File: config.mk
export PLATFORM = sky130hd
export DESIGN_NAME = mem_attr_matcher
export DESIGN_NICKNAME = d
export VERILOG_FILES = /design/src/rtl/mattr_pkg.sv /design/src/rtl/mattr_cfg_regs.sv /design/src/rtl/mattr_region_cmp.sv /design/src/rtl/mattr_prio.sv /design/src/rtl/mem_attr_matcher.sv
export SDC_FILE = /design/constraint.sdc
export NUM_CORES = 1
export LEC_CHECK = 0
export BUFFER_PORTS_ARGS = -buffer_cell sky130_fd_sc_hd__buf_4
export CAP_MARGIN = 10
export CELL_PAD_IN_SITES_DETAIL_PLACEMENT = 1
export CELL_PAD_IN_SITES_GLOBAL_PLACEMENT = 1
export CORE_AREA = 8 8 108 110
export DETAILED_ROUTE_END_ITERATION = 16
export DIE_AREA = 0 0 116 118
export PLACE_DENSITY = 0.84
export SETUP_SLACK_MARGIN = 0.5
export SYNTH_ARGS = -nofsm -noshare
export SYNTH_HDL_FRONTEND = slang
export SYNTH_HIERARCHICAL = 1
export SYNTH_SLANG_ARGS = --single-unit
File: constraint.sdc
create_clock -name clk -period 1.9 [get_ports clk]
set_input_delay 0.095 -clock clk [delete_from_list [all_inputs] [get_ports clk]]
set_output_delay 0.095 -clock clk [all_outputs]
set_load 0.05 [all_outputs]
File: src/rtl/mattr_pkg.sv
// Shared layout and types for the memory attribute matcher.
// Assumes 32-bit configuration registers and an 8-bit region compare field.
package mattr_pkg;
    localparam int REG_W    = 32;
    localparam int CMP_W    = 8;
    localparam int BASE_LSB = 24;
    localparam int MASK_LSB = 16;
    localparam int EN_BIT   = 15;
    localparam int SM_LSB   = 13;
    localparam int CM_LSB   = 5;
    localparam int BWE_BIT  = 4;
    localparam int WP_BIT   = 2;

    localparam logic [REG_W-1:0] REGION_WMASK = 32'hFFFF_E074;
    localparam logic [REG_W-1:0] DFLT_WMASK   = 32'h0000_0070;
    localparam logic [REG_W-1:0] DFLT_RESET   = 32'h0000_0040;

    typedef struct packed {
        logic [1:0] cm;
        logic       bwe;
        logic       wp;
    } attr_t;
endpackage

File: src/rtl/mattr_cfg_regs.sv
// Region and defaults registers with privilege-qualified write and
// debug-only read. Assumes the select codes of the regions are consecutive.
module mattr_cfg_regs
    import mattr_pkg::*;
#(
    parameter int N_REGION  = 2,
    parameter int CODE_W    = 12,
    parameter int CODE_BASE = 4,
    parameter int DFLT_CODE = 2
) (
    input  logic                             clk,
    input  logic                             rst_n,
    input  logic                             cfg_wr,
    input  logic                             cfg_rd,
    input  logic [CODE_W-1:0]                cfg_code,
    input  logic [REG_W-1:0]                 cfg_wdata,
    input  logic                             cfg_super,
    input  logic                             cfg_debug,
    output logic [REG_W-1:0]                 cfg_rdata,
    output logic [N_REGION-1:0][REG_W-1:0]   region_q,
    output logic [REG_W-1:0]                 dflt_q
);
    logic                wr_ok;
    logic [N_REGION-1:0] en_vec;

    assign wr_ok = cfg_wr & (cfg_super | cfg_debug);

    genvar g;
    generate
        for (g = 0; g < N_REGION; g++) begin : g_region
            // Hold one region word; reset clears its enable.
            always_ff @(posedge clk) begin
                if (!rst_n)
                    region_q[g] <= '0;
                else if (wr_ok && cfg_code == CODE_W'(CODE_BASE + g))
                    region_q[g] <= cfg_wdata & REGION_WMASK;
            end
            assign en_vec[g] = region_q[g][EN_BIT];
        end
    endgenerate

    // Hold the fallback attributes.
    always_ff @(posedge clk) begin
        if (!rst_n)
            dflt_q <= DFLT_RESET;
        else if (wr_ok && cfg_code == CODE_W'(DFLT_CODE))
            dflt_q <= cfg_wdata & DFLT_WMASK;
    end

    // Return the selected register to a debug-mode reader only.
    always_comb begin
        cfg_rdata = '0;
        if (cfg_rd && cfg_debug) begin
            if (cfg_code == CODE_W'(DFLT_CODE))
                cfg_rdata = dflt_q;
            for (int i = 0; i < N_REGION; i++)
                if (cfg_code == CODE_W'(CODE_BASE + i))
                    cfg_rdata = region_q[i];
        end
    end


    user_wr_ign_chk: assert property (@(posedge clk) disable iff (!rst_n)
        (cfg_wr && !cfg_super && !cfg_debug) |=> ($stable(region_q) && $stable(dflt_q)));


    reset_dis_chk: assert property (@(posedge clk) disable iff (!rst_n)
        $past(!rst_n) |-> (en_vec == '0));
endmodule

File: src/rtl/mattr_region_cmp.sv
// Compares the top address byte of a reference against one region word.
// Purely combinational; assumes the layout of mattr_pkg.
module mattr_region_cmp
    import mattr_pkg::*;
(
    input  logic [REG_W-1:0] region_word,
    input  logic [CMP_W-1:0] addr_top,
    input  logic             is_super,
    output logic             hit,
    output attr_t            attr
);
    logic [CMP_W-1:0] base;
    logic [CMP_W-1:0] mask;
    logic [1:0]       smode;
    logic             addr_ok;
    logic             priv_ok;
    logic             unused_bits;

    assign unused_bits = ^{region_word[12:7], region_word[3], region_word[1:0]};

    // Decide whether this region claims the reference.
    always_comb begin
        base     = region_word[BASE_LSB +: CMP_W];
        mask     = region_word[MASK_LSB +: CMP_W];
        smode    = region_word[SM_LSB +: 2];
        addr_ok  = &(mask | ~(addr_top ^ base));
        priv_ok  = smode[1] | (smode[0] == is_super);
        hit      = region_word[EN_BIT] & addr_ok & priv_ok;
        attr.cm  = region_word[CM_LSB +: 2];
        attr.bwe = region_word[BWE_BIT];
        attr.wp  = region_word[WP_BIT];
    end
endmodule

File: src/rtl/mattr_prio.sv
// Picks the lowest-numbered hitting region, or the defaults when none hits.
// Assumes source code 0 means defaults and i+1 means region i.
module mattr_prio
    import mattr_pkg::*;
#(
    parameter int N_REGION = 2,
    parameter int SRC_W    = 2
) (
    input  logic [N_REGION-1:0]  hits,
    input  attr_t [N_REGION-1:0] reg_attr,
    input  attr_t                dflt_attr,
    output attr_t                eff,
    output logic [SRC_W-1:0]     src
);
    // Walk from the highest index down so region 0 is the last word.
    always_comb begin
        eff = dflt_attr;
        src = '0;
        for (int i = N_REGION - 1; i >= 0; i--) begin
            if (hits[i]) begin
                eff = reg_attr[i];
                src = SRC_W'(i + 1);
            end
        end
    end
endmodule

File: src/rtl/mem_attr_matcher.sv
// Top of the memory attribute matcher: configuration registers, one
// comparator per region, a priority pick and one output register stage.
// Assumes the SRAM decoder flags SRAM references before they arrive here.
module mem_attr_matcher
    import mattr_pkg::*;
#(
    parameter int N_REGION = 2,
    parameter int ADDR_W   = 32,
    parameter int CODE_W   = 12,
    localparam int SRC_W   = $clog2(N_REGION + 1)
) (
    input  logic              clk,
    input  logic              rst_n,
    input  logic              cfg_wr,
    input  logic              cfg_rd,
    input  logic [CODE_W-1:0] cfg_code,
    input  logic [31:0]       cfg_wdata,
    input  logic              cfg_super,
    input  logic              cfg_debug,
    output logic [31:0]       cfg_rdata,
    input  logic              req_valid,
    input  logic [ADDR_W-1:0] req_addr,
    input  logic              req_write,
    input  logic              req_super,
    input  logic              req_sram,
    output logic              attr_valid,
    output logic              attr_fault,
    output logic [1:0]        attr_cm,
    output logic              attr_bwe,
    output logic              attr_wp,
    output logic [SRC_W-1:0]  attr_src
);
    logic [N_REGION-1:0][REG_W-1:0] region_q;
    logic [REG_W-1:0]               dflt_q;
    logic [N_REGION-1:0]            hits;
    attr_t [N_REGION-1:0]           reg_attr;
    attr_t                          dflt_attr;
    attr_t                          eff;
    logic [SRC_W-1:0]               src;
    logic [CMP_W-1:0]               addr_top;
    logic                           lookup_go;
    logic                           fault_d;
    logic                           unused_addr;
    logic                           unused_dflt;

    assign unused_addr = ^req_addr[ADDR_W-CMP_W-1:0];
    assign unused_dflt = ^{dflt_q[REG_W-1:7], dflt_q[3:0]};

    mattr_cfg_regs #(
        .N_REGION (N_REGION),
        .CODE_W   (CODE_W),
        .CODE_BASE(4),
        .DFLT_CODE(2)
    ) u_regs (
        .clk      (clk),
        .rst_n    (rst_n),
        .cfg_wr   (cfg_wr),
        .cfg_rd   (cfg_rd),
        .cfg_code (cfg_code),
        .cfg_wdata(cfg_wdata),
        .cfg_super(cfg_super),
        .cfg_debug(cfg_debug),
        .cfg_rdata(cfg_rdata),
        .region_q (region_q),
        .dflt_q   (dflt_q)
    );

    assign addr_top = req_addr[ADDR_W-1 -: CMP_W];

    genvar g;
    generate
        for (g = 0; g < N_REGION; g++) begin : g_cmp
            mattr_region_cmp u_cmp (
                .region_word(region_q[g]),
                .addr_top   (addr_top),
                .is_super   (req_super),
                .hit        (hits[g]),
                .attr       (reg_attr[g])
            );
        end
    endgenerate

    assign dflt_attr = '{cm: dflt_q[CM_LSB +: 2], bwe: dflt_q[BWE_BIT], wp: 1'b0};

    mattr_prio #(
        .N_REGION(N_REGION),
        .SRC_W   (SRC_W)
    ) u_prio (
        .hits     (hits),
        .reg_attr (reg_attr),
        .dflt_attr(dflt_attr),
        .eff      (eff),
        .src      (src)
    );

    assign lookup_go = req_valid & ~req_sram;
    assign fault_d   = lookup_go & req_write & eff.wp;

    // Register the resolved attributes and the strobes for one cycle.
    always_ff @(posedge clk) begin
        if (!rst_n) begin
            attr_valid <= 1'b0;
            attr_fault <= 1'b0;
            attr_cm    <= '0;
            attr_bwe   <= 1'b0;
            attr_wp    <= 1'b0;
            attr_src   <= '0;
        end else begin
            attr_valid <= lookup_go & ~fault_d;
            attr_fault <= fault_d;
            attr_cm    <= lookup_go ? eff.cm  : 2'b00;
            attr_bwe   <= lookup_go & eff.bwe;
            attr_wp    <= lookup_go & eff.wp;
            attr_src   <= lookup_go ? src : '0;
        end
    end


    strobe_excl_chk: assert property (@(posedge clk) disable iff (!rst_n)
        !(attr_valid && attr_fault));


    fault_on_write_chk: assert property (@(posedge clk) disable iff (!rst_n)
        attr_fault |-> $past(req_valid && req_write));


    sram_bypass_chk: assert property (@(posedge clk) disable iff (!rst_n)
        (req_valid && req_sram) |=> (!attr_valid && !attr_fault && attr_src == '0));


    idle_quiet_chk: assert property (@(posedge clk) disable iff (!rst_n)
        !req_valid |=> (!attr_valid && !attr_fault));


    periph_noncache_chk: assert property (@(posedge clk) disable iff (!rst_n)
        (lookup_go && req_addr[ADDR_W-1 -: 3] == 3'b111) |=> attr_cm[1]);
endmodule

==> reports/metrics.csv <==
metric;value;unit
Clk Latency, worst-skew pair;0.35;ns
crit path cell chain;xnor2_2, o22ai_1, or3_4, nor3_4, buf_6, mux2i_1, o21ai_1, and2_1;
reg2reg setup slack;-0.0008;ns
Largest stage delay, worst path;0.38;ns
peak supply drop;278.9;uV
Slew HR;54.38;%
register cell area after layout;1156;um2
Global Route Usage Sum;22.67;%
CORE AREA;10000;um2
hold depth;3;
initial core utilization;31.27;%
Residual DRC;0;
WL/cell;26.32;um
Mapped Area;3127;um2
violated checks;negative setup slack;
Worst-Margin Slew;0.6819;ns
R2R Path Start;u_regs/region_q[45];
CP arrival;2.15;ns
final clock skew;0.01170;ns
Final setup viols;1;
first-pass GRT wire length;23070;um
Antenna Nets Post-Route;0;
Pre-antenna DRT Iters;5;
final worst setup slack;-0.0007845;ns
final net count;560;
Top delay family on crit path;simple AND/OR/NAND/NOR gates;
Crit path depth;8;
vias in the first global route;3905;
IO Count;126;
RSZ-0062 raised after global routing;yes;
routed vias;3459;
Die Ht;118;um
Routed WL;16190;um
Worst Hold End;u_regs/region_q[24];
commonest non-fill, non-tap cell in the layout;nand2_1;
CTS Buf Count;9;
Worst-path clk slew;0.07;ns
GRT overflow;0;
r2r endpoint;attr_cm[0];
Pwr Density;479.6;nW/um2
WP buf/inv;1;
TNS Setup;-0.0007845;ns
P&R area growth vs syn;75.59;%
outcome;finished with violations;
clk sink count;57;
final max-slew violation count;0;
YS warnings;6;
Max Root-Sink Buffers;2;
leakage;0.002289;uW
layout cells sized above 1;46.56;%
input/output buffers;83;
Via density;5.624;
Max-cap violations;0;
Startpoint Class;register;
R2R depth;8;
standard-cell rows;37;
Final Cycle Share;100.0;%
Gate Count Post-Synth;359;
# fillers;1081;
CP Capture Type;register;
Multi-input gate area;2208;um2
post-layout min period;1.901;ns
CP max FO;5;
DPL Wire Length;7749;um
TritonCTS clock tree;yes;
Worst EP required;2.15;ns
Iteration-0 DRC Markers;249;
hold_sp;cfg_wdata[24];
Core Util, Final;54.90;%
initial antenna violation count;0;
root buf cell;clkbuf_8;
n_diodes;0;
pre-CTS setup slack;0.05040;ns
worst min path class;in -> reg;
Crit Path Class;reg -> reg;
Worst path slowest cell;or3_4;
DIE AREA;13690;um2
fmax;0.5261;GHz
largest net degree at the start of global routing;46;
Die X-Extent;116;um
RD Place Congestion;0.8159;
H-tree level count;3;
syn avg cell area;8.710;um2
final hold vios;0;
most frequent cells in the layout;nand2_1, buf_4, dfxtp_1;
[worst max-delay path by stage]
| stage | startpoint | end | slack (ns) |
|---|---|---|---|
| after global routing | u_regs/region_q[58] | attr_bwe | -0.04 |
| after detailed placement | u_regs/region_q[60] | attr_cm[0] | 0.05 |
| after global placement | u_regs/region_q[61] | attr_cm[1] | 0.15 |
| final | u_regs/region_q[45] | attr_cm[0] | -0.0008 |
| after floorplan | cfg_code[9] | cfg_rdata[4] | 0.32 |
| after CTS | u_regs/region_q[61] | attr_cm[0] | 0.09 |
[final cells by class]
cell class                      instances  area share, %
Tap cell                              136          3.099
Clock buffer                           12          2.461
Clock inverter                          4         0.3646
Timing Repair Buffer                  143          32.79
Sequential cell                        57          21.06
Multi-Input combinational cell        263          40.22
[tightest hold or removal path: stages]
cell and delay (ns):
buf_4 0.11, nand2_1 0.07, mux2i_1 0.06
[metal layers]
layer	track usage, %	share of wire (%)	routed length, um	vias up
met1	22.07	35	5681	1704
met2	40.06	51	8184	199
met5	0	0	0	-
li1	-	-	-	1484
met4	13.46	7.0	1134	0
met3	7.799	7.3	1185	72
[registers in the layout (all words and copies together), names as in the netlist]
register	count
u_regs/region_q	46
u_regs/dflt_q	3
attr_cm	2
attr_src	2
attr_bwe	1
attr_fault	1
attr_valid	1
attr_wp	1
[report_power, final]
part / internal, uW / total (uW) / leakage (uW) / switching (uW)
sequential: 1200 / 1200 / 0.000465 / 0.715
clock: 465 / 974 / 0.0000839 / 508
combinational: 212 / 464 / 0.00174 / 251
[stage by stage]
stage	hold slack (ns)	instance area, um2	total power [uW]	instances
floorplan	0.1790	3398	1401	367
global placement	0.2788	4115	1541	551
detailed placement	0.2859	4115	1548	551
CTS	0.01997	5189	2587	610
global route	0.02720	5490	2709	615
finish	0.02740	5490	2633	615
[timing repair]
action,4_1_cts,5_1_grt
endpoints found under the hold margin,1,0
hold buffers,1,0
gates cloned,15,3
setup buffers,27,2
endpoints found under the setup margin,31,77
pin swaps,50,25
resized for setup,66,46
(Power assumes the default switching activity.)
